<file path="src/rtl/hiword_mac_pkg.sv">
// Package: shared widths, mode encoding and stage structures for hiword_mac.
// Assumes: factors are signed, and the intermediate is twice the operand width.
package hiword_mac_pkg;
    localparam int unsigned W  = 32;
    localparam int unsigned W2 = 2 * W;

    typedef enum logic [1:0] {
        MODE_MUL  = 2'b00,
        MODE_ACC  = 2'b01,
        MODE_SUB  = 2'b10,
        MODE_RSVD = 2'b11
    } mode_e;

    // Values carried from stage 1 to stage 2.
    typedef struct packed {
        logic [W2-1:0] prod;
        logic [W-1:0]  addend;
        mode_e         mode;
        logic          rnd;
    } s1_t;
endpackage

</file>
<file path="src/rtl/hiword_mac_mult.sv">
// Module: hiword_mac_mult - stage 1: registers the signed full-width product
// together with the side-band fields the next stage needs.
// Assumes: no stall; data registers are not reset, only the valid bit is.
module hiword_mac_mult
    import hiword_mac_pkg::*;
#(
    parameter int unsigned OW = W
) (
    input  logic            clk,
    input  logic            rst_n,
    input  logic            vld_i,
    input  logic [OW-1:0]   opa_i,
    input  logic [OW-1:0]   opb_i,
    input  logic [OW-1:0]   acc_i,
    input  logic [1:0]      mode_i,
    input  logic            rnd_i,
    output logic            vld_o,
    output logic [2*OW-1:0] prod_o,
    output logic [OW-1:0]   acc_o,
    output logic [1:0]      mode_o,
    output logic            rnd_o
);
    localparam int unsigned PW = 2 * OW;

    logic signed [PW-1:0] prod_c;

    // Signed full-width product of the two factors.
    always_comb begin
        prod_c = PW'($signed(opa_i)) * PW'($signed(opb_i));
    end

    // Valid bit of stage 1, cleared by reset.
    always_ff @(posedge clk) begin
        if (!rst_n) vld_o <= 1'b0;
        else        vld_o <= vld_i;
    end

    // Data registers of stage 1; they load on every cycle.
    always_ff @(posedge clk) begin
        prod_o <= prod_c;
        acc_o  <= acc_i;
        mode_o <= mode_i;
        rnd_o  <= rnd_i;
    end

    // stage 1 valid follows its input by one cycle.
    a_r7_s1_follow: assert property (@(posedge clk) disable iff (!rst_n)
        vld_i |=> vld_o);
    // a zero factor gives a zero product one cycle later.
    a_r1_zero_factor: assert property (@(posedge clk) disable iff (!rst_n)
        (opa_i == '0 || opb_i == '0) |=> prod_o == '0);
endmodule

</file>
<file path="src/rtl/hiword_mac_combine.sv">
// Module: hiword_mac_combine - stage 2 logic: chooses the intermediate from
// the mode, adds the rounding constant, and extracts the upper word.
// Assumes: all arithmetic wraps modulo 2^(2*OW); reserved mode acts as multiply.
module hiword_mac_combine
    import hiword_mac_pkg::*;
#(
    parameter int unsigned OW = W
) (
    input  logic [2*OW-1:0] prod_i,
    input  logic [OW-1:0]   acc_i,
    input  logic [1:0]      mode_i,
    input  logic            rnd_i,
    output logic [OW-1:0]   hi_o
);
    localparam int unsigned PW = 2 * OW;
    localparam logic [PW-1:0] RND_K = PW'(1) << (OW - 1);

    logic [PW-1:0] acc_sh;
    logic [PW-1:0] base;
    logic [PW-1:0] total;

    // Addend moved into the upper word.
    always_comb begin
        acc_sh = {acc_i, {OW{1'b0}}};
    end

    // Intermediate chosen by the mode.
    always_comb begin
        unique case (mode_i)
            2'b01:   base = acc_sh + prod_i;
            2'b10:   base = acc_sh - prod_i;
            default: base = prod_i;
        endcase
    end

    // Rounding constant added last, then the upper word is taken.
    always_comb begin
        total = base + (rnd_i ? RND_K : '0);
        hi_o  = total[PW-1:OW];
    end
endmodule

</file>
<file path="src/rtl/hiword_mac.sv">
// Module: hiword_mac - top of the signed high-word multiply-accumulate unit.
// A two-stage pipeline: stage 1 registers the product, and stage 2 registers
// the combined and extracted result.
// Assumes: no stall; synchronous active-low reset clears the valid bits only.
module hiword_mac
    import hiword_mac_pkg::*;
#(
    parameter int unsigned OW = W
) (
    input  logic          clk,
    input  logic          rst_n,
    input  logic          vld_i,
    input  logic [OW-1:0] opa_i,
    input  logic [OW-1:0] opb_i,
    input  logic [OW-1:0] acc_i,
    input  logic [1:0]    mode_i,
    input  logic          rnd_i,
    output logic          vld_o,
    output logic [OW-1:0] res_o
);
    localparam int unsigned PW = 2 * OW;

    logic          s1_vld;
    logic [PW-1:0] s1_prod;
    logic [OW-1:0] s1_acc;
    logic [1:0]    s1_mode;
    logic          s1_rnd;
    logic [OW-1:0] hi_c;

    hiword_mac_mult #(.OW(OW)) u_mult (
        .clk    (clk),
        .rst_n  (rst_n),
        .vld_i  (vld_i),
        .opa_i  (opa_i),
        .opb_i  (opb_i),
        .acc_i  (acc_i),
        .mode_i (mode_i),
        .rnd_i  (rnd_i),
        .vld_o  (s1_vld),
        .prod_o (s1_prod),
        .acc_o  (s1_acc),
        .mode_o (s1_mode),
        .rnd_o  (s1_rnd)
    );

    hiword_mac_combine #(.OW(OW)) u_comb (
        .prod_i (s1_prod),
        .acc_i  (s1_acc),
        .mode_i (s1_mode),
        .rnd_i  (s1_rnd),
        .hi_o   (hi_c)
    );

    // Valid bit of stage 2, cleared by reset.
    always_ff @(posedge clk) begin
        if (!rst_n) vld_o <= 1'b0;
        else        vld_o <= s1_vld;
    end

    // Result register of stage 2.
    always_ff @(posedge clk) begin
        res_o <= hi_c;
    end

    // output valid is the input valid two cycles earlier.
    a_r7_latency: assert property (@(posedge clk) disable iff (!rst_n)
        s1_vld |=> vld_o);
    a_r7_no_spurious: assert property (@(posedge clk) disable iff (!rst_n)
        !s1_vld |=> !vld_o);
    // a plain product with a zero factor and no rounding gives zero.
    a_r2_zero_mul: assert property (@(posedge clk) disable iff (!rst_n)
        (s1_mode == 2'b00 && !s1_rnd && s1_prod == '0) |=> res_o == '0);
    // with a zero product, accumulate returns the addend.
    a_r3_acc_pass: assert property (@(posedge clk) disable iff (!rst_n)
        (s1_mode == 2'b01 && !s1_rnd && s1_prod == '0) |=> res_o == $past(s1_acc));
    // after a reset cycle the output is not valid.
    a_r8_reset_clear: assert property (@(posedge clk)
        !rst_n |=> !vld_o);
endmodule

</file>
<file path="config.mk">
export PLATFORM = sky130hd
export DESIGN_NAME = hiword_mac
export DESIGN_NICKNAME = d
export VERILOG_FILES = /design/src/rtl/hiword_mac_pkg.sv /design/src/rtl/hiword_mac_mult.sv /design/src/rtl/hiword_mac_combine.sv /design/src/rtl/hiword_mac.sv
export SDC_FILE = /design/constraint.sdc
export NUM_CORES = 2
export LEC_CHECK = 0
export ABC_CLOCK_PERIOD_IN_PS = 9150
export BUFFER_PORTS_ARGS = -buffer_cell sky130_fd_sc_hd__buf_2
export CAP_MARGIN = 20
export CORE_MARGIN = 3
export CORE_UTILIZATION = 45
export DETAILED_ROUTE_END_ITERATION = 8
export PLACE_DENSITY = 0.69
export SETUP_SLACK_MARGIN = 0.4
export SLEW_MARGIN = 10
export SYNTH_ARGS = -nofsm -noshare
export SYNTH_HDL_FRONTEND = slang
export SYNTH_SLANG_ARGS = --single-unit
</file>
<file path="constraint.sdc">
create_clock -name clk -period 9.15 [get_ports clk]
set_input_delay 0.4575 -clock clk [delete_from_list [all_inputs] [get_ports clk]]
set_output_delay 0.4575 -clock clk [all_outputs]
set_load 0.05 [all_outputs]
</file>
# After elaboration in Yosys (flattened, before gate mapping)
# Cells that the tools add are included.
# classes
n_addsub,3
n_mul,1
eq_ne,2
n_mux,2
# op_table
op,n
adder 64 bit,2
one-hot mux 64 bit (2 select lines),1
multiplier 32 x 32 -> 64 bit,1
subtractor 64 bit,1
two-way mux 32 bit,1
"equality test 2 x 1 -> 1 bit, second input constant",1
"equality test 2 bit, second input constant",1
# word_totals
reg_bits,133
inputBits,102
output_inout_bits,33
wordCells,15

# Longest topological paths before layout
# depth
word_depth,3
mapped_depth,31

# Hierarchy
# A second synthesis with hierarchy kept.
# unflattened
cells_unflattened,4895
hier_area_um2,44756.7
# modules_own_cells
module,n_inst,cells_each,area_per_inst_um2,seq_area_each_um2
hiword_mac_mult,1,4009,38405.6,2001.9
hiword_mac_combine,1,852,5684.2,0.0
hiword_mac,1,34,666.9,660.6

# Least setup slack after synthesis
# OpenSTA, ideal clock, no wires.
# synth_timing
path_kind,input to register
startpoint,input port opa_i[31]
endpoint,register u_mult.prod_o[60]
setup_time_ns,0.120
arrival_ns,7.941
t_required_ns,9.030
setup_slack_ns,1.089
path_stages,27
path_buffers,1
path_cell_list,clkbuf_1 > nand2_1 > inv_1 > fa_1 > fa_1 > fa_1 > inv_1 > fa_1 > inv_1 > fa_1 > inv_1 > fa_1 > fa_1 > fa_1 > inv_1 > ha_1 > a21o_1 > a21o_1 > a21o_1 > a21o_1 > a211o_1 > a31o_2 > a21oi_1 > o21bai_1 > a221oi_1 > o21ai_0 > xnor2_1
# synth_between
elab_chain_cells,1
# synth_rtl
item,line,text
"start, declared",hiword_mac.sv:13,"input logic [OW-1:0] opa_i,"
multiplier 32 x 32 -> 64 bit,hiword_mac_mult.sv:29,prod_c = PW'($signed(opa_i)) * PW'($signed(opb_i));
named net u_mult.prod_c[60],hiword_mac_mult.sv:25,logic signed [PW-1:0] prod_c;
"end signal, assigned",hiword_mac_mult.sv:40,prod_o <= prod_c;
"end, declared",hiword_mac_mult.sv:18,"output logic [2*OW-1:0] prod_o,"
# The timed path passes the listed nets, and every way through them passes these cells.
# A chain may end at the register's enable or synchronous reset.

# Worst setup path in the final report
# layout_timing
startpoint,input port opb_i[8]
endpoint,register u_mult.prod_o[63]
# layout_between
elab_chain_cells,1
# layout_rtl
item,line,text
"start, declared",hiword_mac.sv:14,"input logic [OW-1:0] opb_i,"
multiplier 32 x 32 -> 64 bit,hiword_mac_mult.sv:29,
named net u_mult.prod_c[63],hiword_mac_mult.sv:25,
# The timed path passes the listed nets, and every way through them passes these cells.

==> summary.txt <==
Die
  – DIE HEIGHT: 318 um
  – Core region area: 0.0957 sq mm
  – Site row count: 113
  – Die area: 0.101 sq mm
  – Effective utilization at floorplan: 45.7%
  – Die width: 318 um
  – Number of placed I/O pins: 135

Global routing
  – All-Layer GR Usage: 24.3%
  – Largest net degree at the start of global routing: 39
  – Initial antenna violation count: 12
  – Gr ovfl total: 0
  – First-pass GRT wire length: 194000 um
  – Vias in the first global route: 34750

Synth
  – Mapped cell area: 0.0437 sq mm
  – Sequential area share after synthesis: 6.09%
  – Synth cell count leaders: 1088 x inv_1, 1083 x fa_1, 587 x nand2_1, 509 x and2_1, 249 x ha_1
  – Yosys warns: 0
  – Cell count after synthesis: 4763
  – Count leader, synth: inv_1
  – Top-area cell type share of the netlist area: 49.6%
  – Number of enable flip-flop cells after synthesis: 0
  – Post-synthesis async set-or-reset flop share: 0%
  – Net count after synthesis: 6197
  – Synth area leaders: fa_1 50%, inv_1 9.3%, and2_1 7.3%
  – Syn avg cell area: 9.18 sq um
  – Area leader, netlist: fa_1
  – Netlist cell types: 86
  – Yosys reg bits: 133
  – Primary FF master, synth: dfxtp_1

Final layout
  – Final core utilization: 48.5%
  – Layout cell share with drive strength beyond 1: 6.35%
  – Final #Nets: 6211
  – Area Growth Syn to Fin: 6.10%

Worst setup path
  – Setup crit start: opb_i[8]
  – Startpoint types: input port
  – WP data required: 9.45 ns
  – Crit Path Class: input port to flip-flop
  – Critical path peak fanout: 15
  – CP Capture Type: flip-flop
  – Worst EP arrival: 8.73 ns
  – RR Startpoint: u_mult.mode_o[0]

Timing
  – Setup violations, final: 0
  – Worst Tran Pin Value: 1.06 ns
  – Final clock skew: 0.0169 ns
  – Achievable Freq: 0.119 GHz
  – Setup WS post-layout: 0.727 ns
  – Post-layout minimum cycle time: 8.42 ns
  – RSZ-0062 raised after global routing: false
  – Slew Viols, Final: 0
  – Setup TNS: 0 ns
  – Fin crit share: 92.1%
  – Final hold vios: 0
  – Slew HR: 29.6%

Clock tree
  – Cts repair resizes: 0
  – Deepest clock path buffer count: 2
  – Clock root buffer: clkbuf_16
  – CTS tree: yes
  – Clock transition at path regs: 0.06 ns
  – Total CTS buffers: 17
  – Clk sink count: 133
  – Hold Buf Count CTS: 0
  – # Post-CTS Setup Buffers: 0
  – H-tree depth: 4
  – Worst-Skew Late Latency: 0.45 ns

Routing
  – DRC: 0
  – Drt wl/cell: 19.6 um
  – Vias per cell: 5.29
  – Via total after detailed routing: 32057
  – 1st-pass router iterations: 6
  – Post-route ant nets: 0
  – DR iter-0 viols: 2190
  – Final wirelength: 119000 um

Run status
  – Status: finished clean

Place
  – RePlAce Congestion: 0.914
  – Pre-CTS setup slack: 0.334 ns
  – Port Buffer Count: 134
  – DP HPWL: 101000 um

Flow run
  – Maxcap violations: 0

Min path
  – Worst hold path class: input port to flip-flop
  – Hold Startpoint: acc_i[3]
==> sequential cells by signal (all words and copies together), names as in the netlist <==
register / cells
u_mult.prod_o: 64
u_mult.acc_o: 32
u_mult.rnd_o: 1
u_mult.mode_o: 2
u_mult.vld_o: 1
vld_o: 1
res_o: 32
==> through the flow <==
stage                     hold slack, ns  instance area (sq um)  std cells
after floorplan                    0.406                  43700       4763
after global placement             0.463                  45800       6023
after detailed placement           0.450                  45800       6023
after CTS                         0.0837                  46400       6055
after global routing              0.0883                  46400       6056
final                              0.112                  46400       6059
==> cell families after synthesis <==
family | synth area share (%)
and+or+nand+nor | 16.4
adders and majority gates | 56.7
buffers and inverters | 11.4
AOI/OAI and AO/OA | 6.78
DFF | 6.09
xor gates and xnor gates | 2.38
muxes | 0.229
==> worst max-delay path: stages <==
cell      delay (ns)
buf_2           0.32
buf_4           0.27
nand2_1         0.10
fa_1            0.52
fa_1            0.56
fa_1            0.47
fa_1            0.54
inv_1           0.06
fa_1            0.56
fa_1            0.44
fa_1            0.51
fa_1            0.41
ha_1            0.40
a21o_1          0.20
a21o_1          0.19
a221oi_1        0.30
o21ai_0         0.21
a211o_1         0.36
o31ai_1         0.41
o21ai_0         0.24
a221o_1         0.39
a211oi_1        0.27
buf_4           0.18
nand3_1         0.08
a31oi_1         0.20
xnor2_1         0.08
==> final cells by class <==
cell class                      count  area (sq um)
Fill cell                        8983         49300
Inverter                         1088          4080
Timing Repair Buffer              229          1380
Antenna cell                        4          10.0
Clock buffer                       18           439
Tap cell                         1265          1580
Sequential cell                   133          2660
Clock inverter                     14           131
Multi-Input combinational cell   3308         36100
==> cell usage in the layout (no fill, tap or decap), types with 13 or more instances in the layout <==
master,n
clkbuf_16,17
fa_1,1083
buf_2,134
inv_1,1088
ha_1,249
o21ai_0,60
o211ai_1,14
buf_4,95
nand3_1,41
a221oi_1,13
a31oi_1,20
o21a_1,17
o21bai_1,23
nor3_1,35
and2_1,509
nor2_1,113
xnor2_1,93
nand2b_1,31
a21oi_1,117
nand2_1,587
nand4_1,16
a21o_1,57
xor2_1,26
dfxtp_1,133
==> metal layers <==
layer / global-route usage (%) / wire length (um) / vias to the layer above
met4: 5.87 / 2490 / 10
met1: 34.4 / 51000 / 16283
met2: 37.7 / 52800 / 1419
met3: 6.12 / 12500 / 148
met5: 0 / 67 / -
li1: - / - / 14197
==> final timing paths <==
path	end	slack (ns)	cells after the start
min reg2reg	vld_o	0.46	1
max	u_mult.prod_o[63]	0.73	26
max reg2reg	res_o[31]	3.95	14
min	u_mult.acc_o[3]	0.11	1
Power is left out: the tool's default activity adds up to more than one toggle a clock period on the data nets, which glitch-free logic cannot reach.
